[src/rtl/poll_status_pkg.sv]
// Shared state encoding for the embedded operation status generator.
// Assumes: nothing beyond IEEE 1800-2017.
package poll_status_pkg;
    typedef enum logic [2:0] {
        PS_IDLE  = 3'd0,   // array read
        PS_PROG  = 3'd1,   // real program running
        PS_ERASE = 3'd2,   // real erase running (possibly suspended)
        PS_SHAM  = 3'd3,   // protected target, timed pretend-busy
        PS_FAIL  = 3'd4    // engine limit exceeded, waiting for reset command
    } poll_state_t;
endpackage

[src/rtl/poll_window_timer.sv]
// Counts microsecond ticks while a protected-target window runs and
// flags the tick that ends it. Assumes limit >= 1 and stays stable while run is high.
module poll_window_timer #(
    parameter int CW = 7
) (
    input  logic          clk,
    input  logic          rst_n,
    input  logic          load,
    input  logic          run,
    input  logic          tick,
    input  logic [CW-1:0] limit,
    output logic          expire
);
    logic [CW-1:0] cnt;

    // Purpose: clear on load, advance once per tick while the window runs.
    always_ff @(posedge clk) begin
        if (!rst_n)              cnt <= '0;
        else if (load)           cnt <= '0;
        else if (run && tick)    cnt <= cnt + 1'b1;
    end

    // Purpose: the tick that brings the count to the limit ends the window.
    always_comb expire = run && tick && (cnt == limit - 1'b1);

    assert_window_bound_R6: assert property (@(posedge clk) disable iff (!rst_n)
        run |-> (cnt < limit));
    assert_window_bound_R7: assert property (@(posedge clk) disable iff (!rst_n)
        (run && !load) |=> (cnt <= $past(cnt) + 1'b1));
endmodule

[src/rtl/poll_fsm.sv]
// Tracks which operation is in flight and what it targets.
// Assumes start is a single-cycle pulse with its qualifiers valid in that cycle.
module poll_fsm
    import poll_status_pkg::*;
(
    input  logic        clk,
    input  logic        rst_n,
    input  logic        start,
    input  logic        op_is_erase,
    input  logic        datum_b7,
    input  logic        target_prot,
    input  logic        erase_susp,
    input  logic        eng_done,
    input  logic        eng_timeout,
    input  logic        reset_cmd,
    input  logic        win_expire,
    output poll_state_t state,
    output logic        lat_erase,
    output logic        lat_datum,
    output logic        accept
);
    // Purpose: decide whether a start pulse may begin a new operation.
    always_comb begin
        accept = start && ((state == PS_IDLE) ||
                 ((state == PS_ERASE) && erase_susp && !op_is_erase));
    end

    // Purpose: state and operation capture.
    always_ff @(posedge clk) begin
        if (!rst_n) begin
            state     <= PS_IDLE;
            lat_erase <= 1'b1;
            lat_datum <= 1'b1;
        end else begin
            if (accept) begin
                lat_erase <= op_is_erase;
                lat_datum <= datum_b7;
                if (target_prot)      state <= PS_SHAM;
                else if (op_is_erase) state <= PS_ERASE;
                else                  state <= PS_PROG;
            end else begin
                case (state)
                    PS_PROG, PS_ERASE: begin
                        if (eng_timeout)   state <= PS_FAIL;
                        else if (eng_done) state <= PS_IDLE;
                    end
                    PS_SHAM: if (win_expire) state <= PS_IDLE;
                    PS_FAIL: if (reset_cmd)  state <= PS_IDLE;
                    default: ;
                endcase
            end
        end
    end

    assert_fail_hold_R8: assert property (@(posedge clk) disable iff (!rst_n)
        (state == PS_FAIL && !reset_cmd) |=> (state == PS_FAIL));
    assert_sham_ignores_done_R6: assert property (@(posedge clk) disable iff (!rst_n)
        (state == PS_SHAM && !win_expire) |=> (state == PS_SHAM));
endmodule

[src/rtl/poll_status_encode.sv]
// Turns the operation state into the status bits seen on the data bus.
// Assumes lat_erase/lat_datum describe the latest accepted operation.
module poll_status_encode
    import poll_status_pkg::*;
(
    input  poll_state_t state,
    input  logic        lat_erase,
    input  logic        lat_datum,
    input  logic        erase_susp,
    output logic        stat_b7,
    output logic        stat_b5,
    output logic        array_read
);
    logic busy_b7;

    // Purpose: value the polling bit shows while an operation is pending.
    always_comb busy_b7 = lat_erase ? 1'b0 : ~lat_datum;

    // Purpose: select the bus-visible status for each state.
    always_comb begin
        stat_b5    = (state == PS_FAIL);
        array_read = (state == PS_IDLE);
        case (state)
            PS_IDLE:  stat_b7 = lat_erase ? 1'b1 : lat_datum;
            PS_PROG:  stat_b7 = ~lat_datum;
            PS_ERASE: stat_b7 = erase_susp;
            default:  stat_b7 = busy_b7;
        endcase
    end
endmodule

[src/rtl/poll_status_gen.sv]
// Top of the embedded operation status generator: wires the state tracker,
// the protected-window timer and the status encoder.
// Assumes us_tick is a one-cycle pulse once per microsecond.
module poll_status_gen
    import poll_status_pkg::*;
#(
    parameter int PROT_PROG_US  = 2,
    parameter int PROT_ERASE_US = 100
) (
    input  logic clk,
    input  logic rst_n,
    input  logic start,
    input  logic op_is_erase,
    input  logic datum_b7,
    input  logic target_prot,
    input  logic erase_susp,
    input  logic eng_done,
    input  logic eng_timeout,
    input  logic reset_cmd,
    input  logic us_tick,
    output logic stat_b7,
    output logic stat_b5,
    output logic array_read
);
    localparam int MAXW = (PROT_PROG_US > PROT_ERASE_US) ? PROT_PROG_US : PROT_ERASE_US;
    localparam int CW   = $clog2(MAXW + 1);

    poll_state_t   state;
    logic          lat_erase, lat_datum, accept, win_expire;
    logic [CW-1:0] win_limit;

    // Purpose: pick the window length for the captured operation type.
    always_comb win_limit = lat_erase ? CW'(PROT_ERASE_US) : CW'(PROT_PROG_US);

    poll_fsm u_fsm (
        .clk(clk), .rst_n(rst_n), .start(start), .op_is_erase(op_is_erase),
        .datum_b7(datum_b7), .target_prot(target_prot), .erase_susp(erase_susp),
        .eng_done(eng_done), .eng_timeout(eng_timeout), .reset_cmd(reset_cmd),
        .win_expire(win_expire), .state(state), .lat_erase(lat_erase),
        .lat_datum(lat_datum), .accept(accept)
    );

    poll_window_timer #(.CW(CW)) u_timer (
        .clk(clk), .rst_n(rst_n), .load(accept), .run(state == PS_SHAM),
        .tick(us_tick), .limit(win_limit), .expire(win_expire)
    );

    poll_status_encode u_enc (
        .state(state), .lat_erase(lat_erase), .lat_datum(lat_datum),
        .erase_susp(erase_susp), .stat_b7(stat_b7), .stat_b5(stat_b5),
        .array_read(array_read)
    );

    assert_prog_inverse_R2: assert property (@(posedge clk) disable iff (!rst_n)
        (start && !op_is_erase && !target_prot && array_read) |=>
        (stat_b7 == !$past(datum_b7) && !array_read));
    assert_erase_zero_R3: assert property (@(posedge clk) disable iff (!rst_n)
        (start && op_is_erase && !target_prot && array_read) |=>
        (stat_b7 == erase_susp && !array_read));
    assert_b5_sticky_R8: assert property (@(posedge clk) disable iff (!rst_n)
        (stat_b5 && !reset_cmd) |=> stat_b5);
    assert_b5_busy_R8: assert property (@(posedge clk) disable iff (!rst_n)
        stat_b5 |-> !array_read);
    assert_reset_state_R1: assert property (@(posedge clk)
        !rst_n |=> (array_read && !stat_b5 && stat_b7));
endmodule

[config.mk]
export PLATFORM = sky130hd
export DESIGN_NAME = poll_status_gen
export DESIGN_NICKNAME = d
export VERILOG_FILES = /design/src/rtl/poll_status_pkg.sv /design/src/rtl/poll_window_timer.sv /design/src/rtl/poll_fsm.sv /design/src/rtl/poll_status_encode.sv /design/src/rtl/poll_status_gen.sv
export SDC_FILE = /design/constraint.sdc
export NUM_CORES = 1
export LEC_CHECK = 0
export CAP_MARGIN = 15
export CELL_PAD_IN_SITES_DETAIL_PLACEMENT = 2
export CELL_PAD_IN_SITES_GLOBAL_PLACEMENT = 2
export CORE_MARGIN = 3
export CORE_UTILIZATION = 31
export DETAILED_ROUTE_END_ITERATION = 7
export GPL_TIMING_DRIVEN = 0
export PLACE_DENSITY_LB_ADDON = 0.1
export SYNTH_ARGS = -nofsm -noshare
export SYNTH_HDL_FRONTEND = slang
export SYNTH_SLANG_ARGS = --single-unit
export TNS_END_PERCENT = 5
[constraint.sdc]
create_clock -name clk -period 2.7 [get_ports clk]
set_clock_uncertainty 0.05 [all_clocks]
set_input_delay 0.27 -clock clk [delete_from_list [all_inputs] [get_ports clk]]
set_output_delay 0.27 -clock clk [all_outputs]
set_load 0.005 [all_outputs]
Word-level counts from Yosys, hierarchy flattened
Index checks and enable logic that the tools add are counted.
{"block": "totals", "output_inout_bits": 3, "regBits": 12, "inputBits": 11}
{"block": "classes", "eq_ne": 8, "reduce_logical": 12, "bitwise": 2, "muxes": 12, "add_sub_neg": 2}
{"operator": "$mux 3", "count": 6}
{"operator": "$pmux 3 s3", "count": 1}
{"operator": "$add 7x1->7 const B", "count": 1}
{"operator": "$eq 7x7->1", "count": 1}
{"operator": "$mux 7", "count": 1}
{"operator": "$sub 7x1->7 const B", "count": 1}
{"operator": "$eq 3x2->1 const B", "count": 2}
{"operator": "$logic_and 1x1->1", "count": 5}
{"operator": "$ne 4x4->1 const B", "count": 1}
{"operator": "$reduce_and 4->1", "count": 1}
{"operator": "$reduce_bool 4->1", "count": 1}
{"operator": "$reduce_or 2->1", "count": 2}
{"operator": "$eq 3x1->1 const B", "count": 1}
{"operator": "$eq 3x3->1 const B", "count": 1}
{"operator": "$logic_not 3->1", "count": 1}
{"operator": "$ne 3x2->1 const B", "count": 1}
{"operator": "$ne 3x3->1 const B", "count": 1}
{"operator": "$pmux 1 s3", "count": 1}
{"operator": "$mux 1", "count": 2}
{"operator": "$mux 2", "count": 1}
{"operator": "$not 1->1", "count": 2}
{"operator": "$logic_not 1->1", "count": 1}
{"operator": "$logic_or 1x1->1", "count": 1}

Longest topological paths before layout
Gate-level depths: netlist of the first run.
{"block": "logic_depth", "ltp_word": 7, "depth_mapped": 6, "depth_no_buf": 4}

Modules after synthesis
From an unflattened synthesis of the first run, not the netlist that was laid out.
{"block": "hier_totals", "hier_cells": 103, "area_unflattened_um2": 880.8}
{"mod": "poll_window_timer", "n_inst": 1, "cells_per_inst": 62, "area_per_inst_um2": 538.0}
{"mod": "poll_fsm", "n_inst": 1, "cells_per_inst": 31, "area_per_inst_um2": 279.0}
{"mod": "poll_status_encode", "n_inst": 1, "cells_per_inst": 7, "area_per_inst_um2": 47.5}
{"mod": "poll_status_gen", "n_inst": 1, "cells_per_inst": 3, "area_per_inst_um2": 16.3}

Worst setup path before layout of the first run
Ideal clock, no wire load.
{"block": "synth_path", "kind": "register -> register", "from": "register u_fsm.state[1]", "to": "register u_fsm.state[0]", "t_arrival_ns": 1.307, "period_less_slack_ns": 1.436, "path_slack_ns": 1.264, "n_path_buf": 1, "path_stages_with_launch": 6, "path_cell_list": "dfxtp_1 buf_6 xnor2_1 or4_1 o22a_1 o211ai_1"}
{"block": "synth_via", "elab_chain_len": 7, "elab_cells_between_ends": 19, "classes_between": "7 x eq/ne; 2 x mux; 10 x reduce/logical"}
{"item": "from (decl)", "line_no": "poll_fsm.sv:17", "source": "output poll_state_t state,"}
{"item": "from (signal assigned)", "line_no": "poll_fsm.sv:31", "source": "state <= PS_IDLE;"}
{"item": "from (signal assigned)", "line_no": "poll_fsm.sv:38", "source": "if (target_prot) state <= PS_SHAM;"}
{"item": "from (signal assigned)", "line_no": "poll_fsm.sv:39", "source": "else if (op_is_erase) state <= PS_ERASE;"}
{"item": "$eq 3x2->1", "line_no": "poll_fsm.sv:25, poll_fsm.sv:42"}
{"item": "$logic_and 1x1->1 (2 in series)", "line_no": "poll_fsm.sv:25", "source": "((state == PS_ERASE) && erase_susp && !op_is_erase));"}
{"item": "$logic_or 1x1->1", "line_no": "poll_fsm.sv:24", "source": "accept = start && ((state == PS_IDLE) ||"}
{"item": "$logic_and 1x1->1", "line_no": "poll_fsm.sv:24"}
{"item": "$ne 4x4->1 (no line) (tied with other cells)"}
{"item": "$reduce_and 4->1 (no line)"}
Parallel ways exist; a longest one is shown, timed or not.
A chain may end at the register's enable or synchronous reset.

Worst setup path after layout of the first run
{"block": "layout_path", "from": "register u_fsm.state[2]", "to": "output port stat_b7"}
{"block": "layout_via", "elab_chain_len": 2, "elab_cells_between_ends": 4, "classes_between": "2 x eq/ne; 1 x mux; 1 x reduce/logical"}
{"item": "$eq 3x2->1 (tied with other cells)", "line_no": "poll_status_encode.sv:23", "source": "case (state)"}
{"item": "$pmux 1 s3 *", "line_no": "poll_status_encode.sv:23"}
{"item": "to (decl)", "line_no": "poll_status_gen.sv:21", "source": "output logic stat_b7,"}
Every way passes the cells marked *; elsewhere a longest branch is shown, timed or not.

==> results, run 1 <==
- Counting along the longest clock path gives a buffer depth of 2.
- The path class of the tightest hold or removal check is reg2reg.
- The clock reaches the later pin of the worst-skew pair after 0.27 ns.
- The first-pass detailed-route iteration total is 3.
- The worst hold path was traced through 2 stages.
- The die width is 53.7 µm.
- The summed instance area of the synthesized netlist is 704 µm².
- In this run the most critical hold path is launched from u_timer.cnt[1]$_SDFFE_PP0P_.
- The met2 wire length is 919 µm.
- The cell taking the most area after synthesis is sky130_fd_sc_hd__dfxtp_1.
- The fraction of final layout cells sized beyond drive strength 1 is 10.2%.
- The post-synthesis sequential area ratio is 34.1%.
- The count of final hold-check violations is 0.
- Of all nets on the critical path, the largest fanout is 10.
- The number of global-route vias before repair is a little over 700.
- The first global-routing pass estimated 3310 µm of wire.
- The mean instance size in the synthesized netlist is around 8.6 µm².
- The CTS tree is done.
- By area the synthesized netlist is led by sky130_fd_sc_hd__dfxtp_1 (34%), sky130_fd_sc_hd__nand2_1 (5.3%), sky130_fd_sc_hd__xnor2_1 (5.0%).
- The multiplexer share of the synthesized area is 2.84%.
- The final critical path time including I/O delays and setup is 2.09 ns.
- The synthesized netlist devotes between 10% and 20% of its cell area to compound gates.
- The nature of the critical path startpoint is a flop.
- The dominant combinational cell family by area after synthesis is simple AND/OR/NAND/NOR gates.
- At the pin with the least slew margin, the transition time is approximately 0.49 ns.
- Gates resized during post-CTS repair numbered 0.
- During placement, the flow inserted port buffers numbering 13.
- The initial DRC count is 7.
- The total congestion overflow is 0.
- The worst hold-check slack is between 0.4 and 0.5 ns.
- The routed layout has 661 vias.
- The count of hold buffers inserted by post-cts repair is 0.
- The maximum frequency from static timing analysis is 478 MHz.
- The routed wire length is 1920 µm.
- The kind of end point of the critical path is an output pin.
- The detailed router put a total of 886 µm of wire on met1.
- The overall global routing resource usage is about 16%.
- After Yosys synthesis, XOR and XNOR cells account for just under 9% of the synthesized area.
- The run finished with clean final reports.
- In this run the register-to-register setup slack is between 1 and 1.5 ns.
- The tree built by TritonCTS fans out to 12 sinks.
- During synthesis, Yosys emitted a total of 0 warnings.
- The worst register-to-register path ends at u_fsm.state[0]$_SDFFE_PN0P_.
- The post-CTS repair timing setup buffer count is 0.
- The worst relative slew slack is 67.2%.
- The I/O pin count is 14.
- The area share of the largest cell type after synthesis is 34.1%.
- The type of the worst setup path is reg2out.
- The arrival time at the worst endpoint is 1.77 ns.
- The number of flip-flops and latches in the synthesized netlist is 12.
- The number of antenna cells inserted is 0.
- The number of remaining DRC errors is 0.
- The cell count after synthesis is 82.
- The detailed-placement wirelength estimate is between 1500 and 2000 µm.
- The number of vias per cell after detailed routing is 5.29.
- The floorplan has 16 rows.
- The hold path endpoint is u_timer.cnt[1]$_SDFFE_PP0P_.
- The number of pins exceeding their max-slew limit in the final report is 0.
- Synthesis produced a netlist with a net count of 94.
- The total number of nets in the final design is 112.
- The tree is rooted in a sky130_fd_sc_hd__clkbuf_4.
- The routed design uses ~77 µm of met3 wire.
- The areal power density over the cells is ~460 mW/mm².
- The number of antenna violations at the first check in global routing is 0.
- The top routing layer in use is met4.
- Setup repair after global routing left no endpoint under its margin.
- Relative to the synthesized area, the layout overhead comes to 26.5%.
- In this run the static leakage power is 0.304 nW.
- The distinct cell type count of the synthesized netlist is 30.
- The core box area is 0.00206 mm².
- The number of clock buffers inserted by TritonCTS is 3.
- For this configuration, the core starts out at a cell density of 34.2%.
- After Yosys synthesis, full adders, half adders and majority gates account for roughly 1.8% of the synthesized area.
- The die area is 0.00288 mm².
- Setup total negative slack on the finished layout was measured at 0 ns.
- Setup violations remaining at the end of the flow were counted as 0.
- The count of H-tree levels built during CTS is 1.
- Dividing the detail-routed wire length by the instance count gives around 15 µm.
- The startpoint identified for the worst register-to-register timing path is u_fsm.state[1]$_SDFFE_PN0P_.
- The post-route fraction of the period consumed by the critical path is 77.5%.
- The detail route stage leaves a number of antenna-violating nets equal to 0.
- The required time reported for the critical path endpoint is 2.38 ns.
- Entering global routing, the biggest net connects 11 pins.
- The maximum resistive drop on vdd is 0.258 mV.
- The utilization of the core after routing is ~43%.
- The tool flagged a number of max-cap violations equal to 0.
- The floorplan step set the die height to roughly 54 µm.
- The routability congestion estimate is 0.746.
- Clock-pin slew was measured on the worst setup and hold paths at 0.07 ns.
- The worst register-to-register path has a depth of 5.
- Summing the areas of all and, or, nand and nor instances in the mapped netlist gives 29.8% of the synthesized area.
## state kept, by name, indices dropped and copies added (netlist names)
name and count:
u_fsm.lat_erase 1, u_fsm.state 3, u_timer.cnt 7, u_fsm.lat_datum 1
## placed cells by master (no fill, tap or decap), drive strengths merged, types with 2 or more instances in the layout
cell,n
a211oi,2
a21oi,4
and3,2
buf,3
clkbuf,5
clkdlybuf4s50,13
dfxtp,12
inv,2
mux2i,2
nand2,10
nand2b,4
nand3,2
nand4,3
nor2,8
nor3,3
o211ai,3
or4,3
xnor2,4
xor2,3
## per-stage QoR
stage	power [mW]	cell area, µm²	instances	setup WS (ns)
after floorplan	0.257	704	82	1.26
after global placement	0.301	868	122	0.565
after detailed placement	0.307	868	122	0.526
after CTS	0.416	891	125	0.583
after global routing	0.436	891	125	0.476
final	0.408	891	125	0.606
## routing by layer
layer,GRT usage [%],vias to the layer above
li1,-,327
met1,19.4,316
met4,5.96,0
met5,0,-
met2,26.4,14
met3,6.09,4
## cell type report
cell class,instances,area (µm²)
Buffer,5,35.0
Tap cell,27,33.8
Inverter,2,7.51
Clock buffer,3,22.5
Timing Repair Buffer,13,130
Sequential cell,12,240
Multi-Input combinational cell,63,422
Fill cell,239,1170
## report_power, final
group          internal [mW]  switching, mW
clock network         0.0516         0.0555
registers              0.184        0.00748
logic                 0.0588         0.0504
## cells by family after synthesis
group / after synthesis
simple gates: 39
compound gates: 14
flops: 12
xor+xnor: 7
buf+inv: 7
mux: 2
fa+ha+maj: 1
## Yosys cell counts
cell type and n:
sky130_fd_sc_hd__a21oi_1 4, sky130_fd_sc_hd__o211ai_1 3, sky130_fd_sc_hd__xnor2_1 4, sky130_fd_sc_hd__o22a_1 1
sky130_fd_sc_hd__or4_1 3, sky130_fd_sc_hd__ha_1 1, sky130_fd_sc_hd__buf_6 2, sky130_fd_sc_hd__nand2_1 10
sky130_fd_sc_hd__dfxtp_1 12, sky130_fd_sc_hd__o21ai_0 1, sky130_fd_sc_hd__o311a_1 1, sky130_fd_sc_hd__a2111oi_4 1
sky130_fd_sc_hd__clkbuf_1 2, sky130_fd_sc_hd__and2_1 1, sky130_fd_sc_hd__nand4b_1 1, sky130_fd_sc_hd__nor2_1 8
sky130_fd_sc_hd__nand2b_1 4, sky130_fd_sc_hd__and3_1 1, sky130_fd_sc_hd__inv_1 2, sky130_fd_sc_hd__and3_2 1
sky130_fd_sc_hd__a211oi_1 2, sky130_fd_sc_hd__xor2_1 3, sky130_fd_sc_hd__nor3_1 3, sky130_fd_sc_hd__buf_2 1
sky130_fd_sc_hd__nand3_1 2, sky130_fd_sc_hd__a21o_2 1, sky130_fd_sc_hd__nand4_1 3, sky130_fd_sc_hd__and4b_2 1
sky130_fd_sc_hd__or4bb_1 1, sky130_fd_sc_hd__mux2i_1 2
## worst max-delay path, stage by stage, from the launching register on
cell                              delay [ns]
sky130_fd_sc_hd__dfxtp_1                0.43
sky130_fd_sc_hd__clkbuf_1               0.33
sky130_fd_sc_hd__o21ai_0                0.16
sky130_fd_sc_hd__o311a_1                0.14
sky130_fd_sc_hd__clkdlybuf4s50_1        0.45
## how the worst max path moves through the flow
stage,start,end,slack [ns],depth (start not counted)
after CTS,u_fsm.state[2]$_SDFFE_PN0P_,stat_b7,0.58,4
after floorplan,u_fsm.state[1]$_SDFFE_PN0P_,u_fsm.state[0]$_SDFFE_PN0P_,1.26,5
after global placement,op_is_erase,u_fsm.state[2]$_SDFFE_PN0P_,0.57,6
after detailed placement,op_is_erase,u_fsm.state[2]$_SDFFE_PN0P_,0.53,6
final,u_fsm.state[2]$_SDFFE_PN0P_,stat_b7,0.61,4
after global routing,u_fsm.state[2]$_SDFFE_PN0P_,stat_b7,0.48,4
Power figures use the tool's default switching activity.
==> run 2: changes to the inputs <==
--- a/config.mk
+++ b/config.mk
@@ -9,7 +9,7 @@
 export CELL_PAD_IN_SITES_DETAIL_PLACEMENT = 2
 export CELL_PAD_IN_SITES_GLOBAL_PLACEMENT = 2
 export CORE_MARGIN = 3
-export CORE_UTILIZATION = 31
+export CORE_UTILIZATION = 26
 export DETAILED_ROUTE_END_ITERATION = 7
 export GPL_TIMING_DRIVEN = 0
 export PLACE_DENSITY_LB_ADDON = 0.1
==> constraint.sdc (replaced) <==
create_clock -name clk -period 1.7 [get_ports clk]
set_clock_uncertainty 0.05 [all_clocks]
set_input_delay 0.17 -clock clk [delete_from_list [all_inputs] [get_ports clk]]
set_output_delay 0.17 -clock clk [all_outputs]
set_load 0.005 [all_outputs]
==> results, run 2 (same netlist as run 1, synthesis figures left out) <==
- STA classifies the critical path endpoint as an output pin.
- During I/O placement, the number of pins put on the boundary was 14.
- The placement-stage worst setup slack is -0.368 ns.
- Of the total power, the share spent switching nets is 27.6%.
- The wire length of the first global-routing pass is 3510 µm.
- The final critical path time including I/O delays and setup is approximately 1.6 ns.
- In the layout the commonest cells are sky130_fd_sc_hd__nand2_1 (10), sky130_fd_sc_hd__clkdlybuf4s50_1 (10), sky130_fd_sc_hd__dfxtp_1 (10), sky130_fd_sc_hd__nor2_1 (7), sky130_fd_sc_hd__buf_4 (5).
- The flip-flop count of the largest register after layout is 7.
- Clock-pin slew was measured on the worst setup and hold paths at 0.08 ns.
- For this block, the initial DRC count from the detailed router was 11.
- The initialized floorplan defines 18 standard-cell rows.
- Max-cap violations in this run came to 0.
- Counting flops per register, the top entry is u_timer.cnt.
- The number of antenna cells inserted is 0.
- Hold repair after CTS inserted 0 buffers.
- For this block, the routed nets add up to 1990 µm of wire.
- The number of antenna violations at the first check in global routing is 0.
- The number of clock buffers inserted by TritonCTS is 3.
- The largest fanout on the critical path is 8.
- The capture instance of the worst register-to-register path is u_timer.cnt[6]$_SDFFE_PP0P_.
- For the worst setup path, the data required time is 1.48 ns.
- Summing over every cut layer, the via total after detailed routing is 674.
- The cell-internal power is 535 µW.
- For this design the static power due to leakage is 0.367 nW.
- The clock network power share is 32.0%.
- Dividing the detail-routed via count by the number of cells gives 5.07.
- The region available for standard cell placement spans between 0.002 and 0.003 mm².
- The HPWL after detailed placement is 1440 µm.
- For the worst-skew pair, the clock arrives at the later sink with an insertion delay of 0.28 ns.
- Power spread over the standard cell area amounts to 759 mW/mm².
- In this run the remaining antenna-violating nets after routing total 0.
- The number of pins exceeding their max-slew limit in the final report is 0.
- In the finished design, the share of the clock period the worst path needs comes to 93.3%.
- The worst setup path startpoint is u_fsm.state[1]$_SDFFE_PN0P_.
- The CTS tree is done.
- The worst relative slew slack is roughly two thirds.
- For this configuration, the core starts out at a cell density of 27.9%.
- The die covers 0.00337 mm².
- STA classifies the critical path startpoint as a flop.
- The setup check on the worst reg-to-reg path leaves a slack of 0.13 ns.
- The total net switching power is ~200 µW.
- The number of global-route vias before repair came to 712.
- Of the total power, registers draw ~41%.
- The overall die height is between 50 and 60 µm.
- Global routing finished with a remaining overflow of 0.
- The flow ran to the end, and the final reports show no timing, DRC or antenna violations.
- Measured in cells, the most critical reg-to-reg path has a length of 7.
- The total number of nets in the final design is 116.
- The met1 wire length is 1000 µm.
- The port buffer count is 13.
- Across all hold checks on the routed design, the worst slack comes to 0.438 ns.
- In the final layout, the share of cells above drive strength 1 is a little over a fifth.
- From synthesis to final layout, the design area changed by 38.2%.
- The maximum resistive drop on vdd is slightly below 0.4 mV.
- For this design, the sink count on the clock tree is 12.
- The overall global routing resource usage is roughly 14%.
- The post-route total power is between 700 and 800 µW.
- The met2 wire length is between 800 and 900 µm.
- The part of the power in combinational logic is 26.6%.
- In the routed design, unresolved DRC markers number 0.
- The kind of path behind the tightest hold check is in2reg.
- Based on the critical path, the design can be clocked at up to 630 MHz.
- The cell sitting at the root of the clock tree is a sky130_fd_sc_hd__clkbuf_4.
- Entering global routing, the biggest net connects 11 pins.
- The slew at the pin closest to its max-slew limit is 0.494 ns.
- The first-pass detailed-route iteration total is 2.
- Once routing completed, OpenROAD measured the worst setup slack at 0.114 ns.
- The detailed-routed wire length on met3 is about 94 µm.
- The worst setup path is of the reg2out kind.
- In the final layout, the registers with the most flip-flops are u_timer.cnt (7), u_fsm.state (3).
- Setup violations remaining at the end of the flow were counted as 0.
- The arrival time at the worst endpoint is 1.37 ns.
- In the final routed layout, each cell accounts on average for 15.0 µm.
- Setup repair after global routing could not meet its margin everywhere.
- The die width is around 58 µm.
- In this run the number of H-tree levels came out at 1.
- The timing endpoint of the critical path is stat_b7.
- In this run the top signal layer used is met4.
- The count of final hold-check violations is 0.
- Routability-driven placement finished with a final weighted congestion of between 0.7 and 0.8.
- The startpoint identified for the worst register-to-register timing path is u_fsm.state[1]$_SDFFE_PN0P_.
- No sink is reached through more buffers than the 2 on the longest clock path.
run 2: worst min-delay path by stage:
| stage | from | endpoint | slack (ns) | depth (start not counted) |
|---|---|---|---|---|
| 3_5_place_dp | u_timer.cnt[1]$_SDFFE_PP0P_ | u_timer.cnt[1]$_SDFFE_PP0P_ | 0.47 | 2 |
| 3_3_place_gp | u_timer.cnt[1]$_SDFFE_PP0P_ | u_timer.cnt[1]$_SDFFE_PP0P_ | 0.46 | 2 |
| 2_1_floorplan | rst_n | u_fsm.lat_datum$_SDFFE_PN1P_ | 0.18 | 1 |
| 4_1_cts | datum_b7 | u_fsm.lat_datum$_SDFFE_PN1P_ | 0.43 | 3 |
| 6_report | datum_b7 | u_fsm.lat_datum$_SDFFE_PN1P_ | 0.44 | 3 |
| 5_1_grt | datum_b7 | u_fsm.lat_datum$_SDFFE_PN1P_ | 0.43 | 3 |
run 2: power by group through the flow:
stage / logic (mW) / registers, mW / clock network (mW)
after floorplan: 0.0996 / 0.308 / 0
after global placement: 0.169 / 0.311 / 0
after global routing: 0.220 / 0.308 / 0.268
after CTS: 0.187 / 0.306 / 0.248
after detailed placement: 0.171 / 0.311 / 0
final: 0.197 / 0.305 / 0.237
run 2: repair_timing:
item                                    in CTS  in global routing
resized for setup                           13                  3
endpoints found under the setup margin      11                 12
setup buffers                                2                  2
pin swaps                                    1                  1
run 2: metrics by stage:
stage                     cell area, µm²  setup TNS (ns)  utilization, %  instances
after floorplan                      704               0               -         82
after CTS                            953         -0.0170            37.8        131
after global placement               872           -3.73            34.6        125
after global routing                 973               0            38.6        133
after detailed placement             872           -3.92            34.6        125
final                                973               0            38.6        133
run 2: final cells by class:
type / count / area, µm²
inverters: 2 / 7.51
fillers: 295 / 1550
flip-flops and latches: 12 / 243
repair buffers: 17 / 156
multi-input cells: 63 / 442
plain buffers: 5 / 51.3
clock buffers: 4 / 36.3
well taps: 30 / 37.5
run 2: metal layers:
layer / up-vias / GRT usage (%)
met4: 0 / 4.97
met5: - / 0
met3: 4 / 4.23
met1: 321 / 18.9
li1: 337 / -
met2: 12 / 20.3
run 2: critical path, stage by stage (launching register included):
cell and delay, ns:
sky130_fd_sc_hd__dfxtp_2 0.34, sky130_fd_sc_hd__buf_8 0.14, sky130_fd_sc_hd__nor3_2 0.16, sky130_fd_sc_hd__a21oi_1 0.06, sky130_fd_sc_hd__o311a_1 0.28, sky130_fd_sc_hd__clkbuf_2 0.11
==> run 3: changes to the inputs <==
--- a/config.mk
+++ b/config.mk
@@ -5,7 +5,7 @@
 export SDC_FILE = /design/constraint.sdc
 export NUM_CORES = 1
 export LEC_CHECK = 0
-export CAP_MARGIN = 15
+export CAP_MARGIN = 20
 export CELL_PAD_IN_SITES_DETAIL_PLACEMENT = 2
 export CELL_PAD_IN_SITES_GLOBAL_PLACEMENT = 2
 export CORE_MARGIN = 3
==> results of run 3 <==
No change in the layout: final DEF, timing and power equal those of run 2.
